## src/rtl/vcge_pkg.sv

```systemverilog
package vcge_pkg;
    localparam int HALF_W   = 64;
    localparam int N_HALVES = 2;
    localparam int VEC_W    = HALF_W * N_HALVES;
    localparam int N_SIZES  = 3;

    typedef enum logic [1:0] {
        SZ_BYTE = 2'd0,
        SZ_HALF = 2'd1,
        SZ_WORD = 2'd2,
        SZ_BAD  = 2'd3
    } lane_sz_e;

    typedef enum logic {
        ST_EMPTY = 1'b0,
        ST_FULL  = 1'b1
    } out_state_e;
endpackage

```

## src/rtl/vcge_decode.sv

```systemverilog
module vcge_decode
    import vcge_pkg::*;
(
    input  logic [1:0] size_code,
    input  logic       wide,
    input  logic       dst_idx_lsb,
    input  logic       srca_idx_lsb,
    input  logic       srcb_idx_lsb,
    output lane_sz_e   lane_sel,
    output logic       illegal
);
    logic bad_size;
    logic bad_align;

    always_comb begin
        lane_sel = lane_sz_e'(size_code);
        bad_size = 1'b0;
        unique case (lane_sel)
            SZ_BYTE, SZ_HALF, SZ_WORD: bad_size = 1'b0;
            SZ_BAD:                    bad_size = 1'b1;
        endcase
        // a 128-bit pair must start on an even register index
        bad_align = wide & (dst_idx_lsb | srca_idx_lsb | srcb_idx_lsb);
        illegal   = bad_size | bad_align;
    end
endmodule

```

## src/rtl/vcge_half_cmp.sv

```systemverilog
module vcge_half_cmp
    import vcge_pkg::*;
#(
    parameter int W = HALF_W
) (
    input  logic [W-1:0] a,
    input  logic [W-1:0] b,
    input  logic         is_unsigned,
    input  lane_sz_e     lane_sel,
    output logic [W-1:0] mask
);
    logic [W-1:0] msk_by_size [N_SIZES];

    for (genvar gs = 0; gs < N_SIZES; gs++) begin : g_size
        localparam int LW = 8 << gs;
        localparam int NL = W / LW;
        for (genvar gl = 0; gl < NL; gl++) begin : g_lane
            logic [LW-1:0] la;
            logic [LW-1:0] lb;
            logic [LW:0]   xa;
            logic [LW:0]   xb;
            logic          ge;
            always_comb begin
                la = a[gl*LW +: LW];
                lb = b[gl*LW +: LW];
                // one guard bit: sign copy for signed, zero for unsigned
                xa = {~is_unsigned & la[LW-1], la};
                xb = {~is_unsigned & lb[LW-1], lb};
                ge = ($signed(xa) >= $signed(xb));
            end
            assign msk_by_size[gs][gl*LW +: LW] = {LW{ge}};
        end
    end

    always_comb begin
        mask = '0;
        unique case (lane_sel)
            SZ_BYTE: mask = msk_by_size[0];
            SZ_HALF: mask = msk_by_size[1];
            SZ_WORD: mask = msk_by_size[2];
            SZ_BAD:  mask = '0;
        endcase
    end
endmodule

```

## src/rtl/vcge_unit.sv

```systemverilog
module vcge_unit
    import vcge_pkg::*;
(
    input  logic             clk,
    input  logic             rst_n,
    input  logic             in_valid,
    input  logic [VEC_W-1:0] opa,
    input  logic [VEC_W-1:0] opb,
    input  logic             is_unsigned,
    input  logic [1:0]       size_code,
    input  logic             wide,
    input  logic             dst_idx_lsb,
    input  logic             srca_idx_lsb,
    input  logic             srcb_idx_lsb,
    output logic [VEC_W-1:0] res,
    output logic             res_valid,
    output logic             undef
);
    lane_sz_e         lane_sel;
    logic             illegal;
    logic [VEC_W-1:0] raw_mask;
    logic [VEC_W-1:0] res_d;
    out_state_e       state_q;
    out_state_e       state_d;

    vcge_decode u_dec (
        .size_code    (size_code),
        .wide         (wide),
        .dst_idx_lsb  (dst_idx_lsb),
        .srca_idx_lsb (srca_idx_lsb),
        .srcb_idx_lsb (srcb_idx_lsb),
        .lane_sel     (lane_sel),
        .illegal      (illegal)
    );

    for (genvar gh = 0; gh < N_HALVES; gh++) begin : g_half
        vcge_half_cmp #(.W(HALF_W)) u_cmp (
            .a           (opa[gh*HALF_W +: HALF_W]),
            .b           (opb[gh*HALF_W +: HALF_W]),
            .is_unsigned (is_unsigned),
            .lane_sel    (lane_sel),
            .mask        (raw_mask[gh*HALF_W +: HALF_W])
        );
    end

    // half 0 is always live; upper halves only in wide mode
    always_comb begin
        res_d = raw_mask;
        if (!wide) res_d[VEC_W-1:HALF_W] = '0;
        if (illegal) res_d = '0;
    end

    // next-state: issue -> ST_FULL, drain -> ST_EMPTY
    always_comb begin
        state_d = ST_EMPTY;
        unique case (state_q)
            ST_EMPTY: state_d = in_valid ? ST_FULL : ST_EMPTY;
            ST_FULL:  state_d = in_valid ? ST_FULL : ST_EMPTY;
        endcase
    end

    // state register
    always_ff @(posedge clk) begin
        if (!rst_n) state_q <= ST_EMPTY;
        else        state_q <= state_d;
    end

    // output register
    always_ff @(posedge clk) begin
        if (!rst_n) begin
            res   <= '0;
            undef <= 1'b0;
        end else if (in_valid) begin
            res   <= res_d;
            undef <= illegal;
        end
    end

    assign res_valid = (state_q == ST_FULL);
endmodule

```

## config.mk

```make
export PLATFORM = sky130hd
export DESIGN_NAME = vcge_unit
export DESIGN_NICKNAME = d
export VERILOG_FILES = /design/src/rtl/vcge_pkg.sv /design/src/rtl/vcge_decode.sv /design/src/rtl/vcge_half_cmp.sv /design/src/rtl/vcge_unit.sv
export SDC_FILE = /design/constraint.sdc
export NUM_CORES = 1
export LEC_CHECK = 0
export ABC_AREA = 1
export BUFFER_PORTS_ARGS = -buffer_cell sky130_fd_sc_hd__buf_2
export CORE_AREA = 3 3 153 155
export CTS_CLUSTER_DIAMETER = 100
export DETAILED_ROUTE_END_ITERATION = 8
export DIE_AREA = 0 0 156 158
export HOLD_SLACK_MARGIN = 0.12
export PLACE_DENSITY = 0.71
export RECOVER_POWER = 100
export SETUP_SLACK_MARGIN = 0.5
export SLEW_MARGIN = 20
export SYNTH_ARGS = -nofsm -noshare
export SYNTH_HDL_FRONTEND = slang
export SYNTH_SLANG_ARGS = --single-unit
```

## constraint.sdc

```tcl
create_clock -name clk -period 1.9 [get_ports clk]
set_input_delay 0.095 -clock clk [delete_from_list [all_inputs] [get_ports clk]]
set_output_delay 0.095 -clock clk [all_outputs]
set_load 0.1 [all_outputs]
```

======== Word level (Yosys, flattened, before mapping) ========
Index checks and enable logic that the tools add are counted.
cells by class
  order comparisons ....................... 28
  equality and inequality tests ........... 3
  muxes and demuxes ....................... 6
  bitwise gates (word level) .............. 37
  reductions and logical operators ........ 2
operator list
  kind                number
  $pmux 64 s4         2
  $ge 9x9->1          16
  $ge 17x17->1        8
  $ge 33x33->1        4
  $mux 128            1
  $mux 64             1
  $and 1x1->1         33
  $eq 2x2->1 const B  2
  $or 1x1->1          3
  $reduce_or 3->1     1
  $eq 2x1->1 const B  1
  $logic_not 2->1     1
  $pmux 1 s2          1
  $mux 1              1
  $not 1->1           1
storage, ports and cells
  register bits ........................... 130
  bits of input ports ..................... 266

======== Longest topological paths before layout ========
  depth after elaboration ................. 6
  mapped depth ............................ 18
  mapped depth without buffers ............ 18

======== Hierarchy ========
Synthesis repeated with hierarchy kept, for this count alone.
second synthesis, totals
  cells, all modules ...................... 1,752
  area, all modules ....................... 11,175.7 um2
by module, submodules not included
  module                           times used  cells each  area an instance (um2)  sequential area each (um2)
  vcge_unit                        1           698         4,981.0                 2,602.5
  vcge_half_cmp (g_half[0].u_cmp)  1           525         3,094.2                 0.0
  vcge_half_cmp (g_half[1].u_cmp)  1           521         3,062.9                 0.0
  vcge_decode                      1           8           37.5                    0.0

======== Least setup slack after synthesis ========
No wires, ideal clock.
  path type ............................... register to output
  start ................................... register res[103] (netlist name)
  end ..................................... output res[100]
  arrival time ............................ 1.481 ns
  data required time ...................... 1.805 ns
  slack ................................... 0.324 ns
  stages on the path, launching flop included .. 2
  path buffers ............................ 1
  path through ............................ dfxtp_1 -> buf_4
RTL lines
  element           line             text
  end: declaration  vcge_unit.sv:15  output logic [VEC_W-1:0] res,

==> impl_results.md <==
- Outcome: finished, final reports clean
- Routed length per instance: 13.7 um
- Crit path buffers/inverters: 1
- Syn Inst Count: 1,192
- CTS sink count: 18
- CP startpoint kind: flip-flop
- Syn Area/Cell: 5.82 um2
- Core Area: 22,000 um2
- Overall Global Routing Usage: 17.8%
- Vias/cell: 4.59
- TritonCTS clock tree: built
- Die area: 24,600 um2
- Synthesis-stage register bit count: 18
- Routed WL: 24,400 um
- Unique cell type count in the Yosys netlist: 39
- First-pass GRT wire length: 35,700 um
- Initial antenna violation count: 0
- Vias in the first global route: 7,762
- Gate power share: 75.7%
- Cell internal pwr: 1770 uW
- Max Slew Vio Count: 0
- Category of the most critical setup path: flip-flop to output port
- Starting Density: 31.6%
- Post-DP HPWL: 20,600 um
- Worst Path Required: 1.80 ns
- Hold Path Origin: in_valid
- CP max stage delay: 0.88 ns
- Prevailing post-synth register cell: dfxtp_1
- Yosys warns: 0
- Clock share of power: 13.0%
- Crit path max fanout: 9
- Rel. slew slack: 17.3%
- Sw Pwr: 2000 uW
- Total of max-cap violations: 0
- Fin crit share: 87.3%
- Sequential share of power: 11.3%
- Final setup TNS: 0 ns
- Pwr Density: 352 nW/um2
- Hold path cells: 3
- Final setup fails: 0
- Cell family with most CP delay: buffers and inverters
- H-tree Lvls: 1
- Hold Violations, Final: 0
- Fin Clk Skew: 0 ns
- Reg2reg path depth: 2
- Peak VDD IR: 0.300 mV
- DIE WIDTH: 156 um
- # IOs: 396
- First-pass DRT Iterations: 5
- DRC: 0
- Seq. cell area: 380 um2
- Largest net degree at the start of global routing: 17
- Core Rows: 54
- Worst r2r src: res[31]
- Diode count: 0
- Worst reg2reg setup slack: 1.14 ns
- Number of synthesized flops with an enable pin: 0
- Initial DRC count: 227
- ANT nets after route: 0
- CP Cell Sequence: buf_1
- Hold Crit Class: input pin to flip-flop
- CTS Buffer Depth: 2
- Hold Path Sink: undef
- Clock root buffer: clkbuf_16
- Fill count: 2,173
- Area of the multi-input gates: 6400 um2
- Die height: 158 um
- Total CTS buffers: 3
- Clk Latency, worst-skew pair: 0.25 ns
- Nets: 1,910
- FMAX: 0.603 GHz
- RSZ-0062 raised after global routing: yes
- Routability Congestion: 0.841
- Final min period: 1.66 ns
- Asr flop ratio synth: 0%
- GR Overflow Total: 0
- Post-synth net total: 1,599
- Leakage: 0.00583 uW
- Net Sw Frac: 53.1%
- Data arrival time of the worst path: 1.56 ns
- Layout cells sized above 1: 48.1%
- # port buffers: 395
- Via count: 8,177
- Layout area overhead: 54.0%
- Clk slew on worst S/H paths: 0.06 ns
- Netlist Area Pre-Place: 6940 um2
- RR Endpoint: res[31]
- Tightest Pin Transition: 1.25 ns
- Placed Instances: 1,765
- CP endpoint kind: output port
- Worst path slowest cell: buf_1
- Number of standard cells in the layout, taps in and fillers out: 1,782
- Seq/Total Area, Yosys: 5.19%
==> cells by family (layout without fill, tap and decap cells) <==
family	count (synthesis)	in the layout	synth area share, %
simple gates	519	519	31.3
buf+inv	372	682	26.4
compound gates	142	142	11.7
fa+ha+maj	141	141	25.4
flops	18	18	5.19
==> power groups by stage <==
stage	combinational [uW]	clock [uW]	sequential (uW)
finish	2850	490	424
global route	3130	527	428
detailed placement	2510	0	430
CTS	2710	513	421
global placement	2470	0	428
floorplan	1770	0	521
==> repair_timing <==
action | 4_1_cts | 5_1_grt
pin swaps | 64 | 81
endpoints found under the hold margin | 1 | 0
hold buffers | 2 | 0
gates resized for setup | 129 | 102
buffers inserted | 7 | 4
endpoints found under the setup margin | 16 | 16
==> worst min-delay path: cells and delay by family <==
| kind | cells | cell delay [ns] |
|---|---|---|
| buf+inv | 1 | 0.12 |
| simple gates | 1 | 0.10 |
| compound gates | 1 | 0.09 |
==> layout by cell type, fill, tap and decap left out, types with 29 or more instances in the layout <==
cell and instances:
a21oi_1 62, buf_2 221, buf_6 37, clkbuf_2 110
ha_1 52, ha_4 89, inv_1 185, inv_2 41
nand2_1 249, nand2_2 53, nand3_1 34, nor2_1 82
nor2_2 29
==> area by class of cell <==
cell class,instances,share of cell area [%]
sequential,18,3.56
inverter,256,9.99
tap,280,3.28
clock buffer,4,0.831
timing repair buffer,422,22.5
multi-input combinational,802,59.9
==> state kept, by name, summed over array words and instances, names as in the netlist <==
| name | flops |
|---|---|
| res_valid | 1 |
| res | 16 |
| undef | 1 |
==> per-stage QoR <==
step                      setup slack [ns]  power [uW]  cell area (um2)  utilization [%]  hold slack, ns
after global routing                 0.124        4090            10700             48.7           0.226
after CTS                            0.419        3640            10300             46.8           0.190
after floorplan                      0.441        2290             7970                -           0.188
after detailed placement            0.0691        2940             9540             43.4           0.344
final                                0.242        3760            10700             48.7           0.189
after global placement              0.0729        2900             9540             43.4           0.345
==> worst max path at each step <==
stage | from | end | slack, ns | cells past startpoint
after global routing | srca_idx_lsb | res[111] | 0.12 | 11
after global placement | opa[16] | res[15] | 0.07 | 14
after floorplan | opb[29] | res[15] | 0.44 | 15
final | res[103] | res[97] | 0.24 | 1
after CTS | opb[12] | res[23] | 0.42 | 17
after detailed placement | opb[19] | res[15] | 0.07 | 13
==> Yosys cell counts, types with 2 or more instances <==
| library cell | count | share of area, % |
|---|---|---|
| o21ai_1 | 3 | 0.22 |
| nand3_4 | 2 | 0.50 |
| a21oi_2 | 2 | 0.25 |
| and3_1 | 4 | 0.36 |
| nand4_1 | 14 | 1.3 |
| nor2_2 | 9 | 0.81 |
| a21oi_1 | 76 | 5.5 |
| a211oi_1 | 2 | 0.22 |
| ha_1 | 141 | 25 |
| o21a_1 | 3 | 0.32 |
| or2_2 | 2 | 0.18 |
| nand3b_1 | 7 | 0.76 |
| nand3_2 | 3 | 0.43 |
| o21bai_1 | 6 | 0.65 |
| dfxtp_1 | 18 | 5.2 |
| buf_4 | 112 | 12 |
| a21o_1 | 14 | 1.5 |
| clkbuf_1 | 3 | 0.16 |
| nand2_1 | 308 | 17 |
| nand3_1 | 47 | 3.4 |
| a21boi_0 | 2 | 0.22 |
| o211ai_1 | 3 | 0.32 |
| nor2_1 | 109 | 5.9 |
| o21ai_0 | 25 | 1.8 |
| nor3_1 | 11 | 0.79 |
| inv_1 | 253 | 14 |
==> layer usage <==
| metal | up-vias | GRT usage, % | wire (um) |
|---|---|---|---|
| li1 | 4237 | - | - |
| met1 | 3617 | 19.1 | 9250 |
| met2 | 296 | 34.9 | 13000 |
| met3 | 27 | 3.75 | 1670 |
| met4 | 0 | 4.96 | 562 |
| met5 | - | 0 | 0 |
No activity file was read; power rests on OpenSTA's default activity.
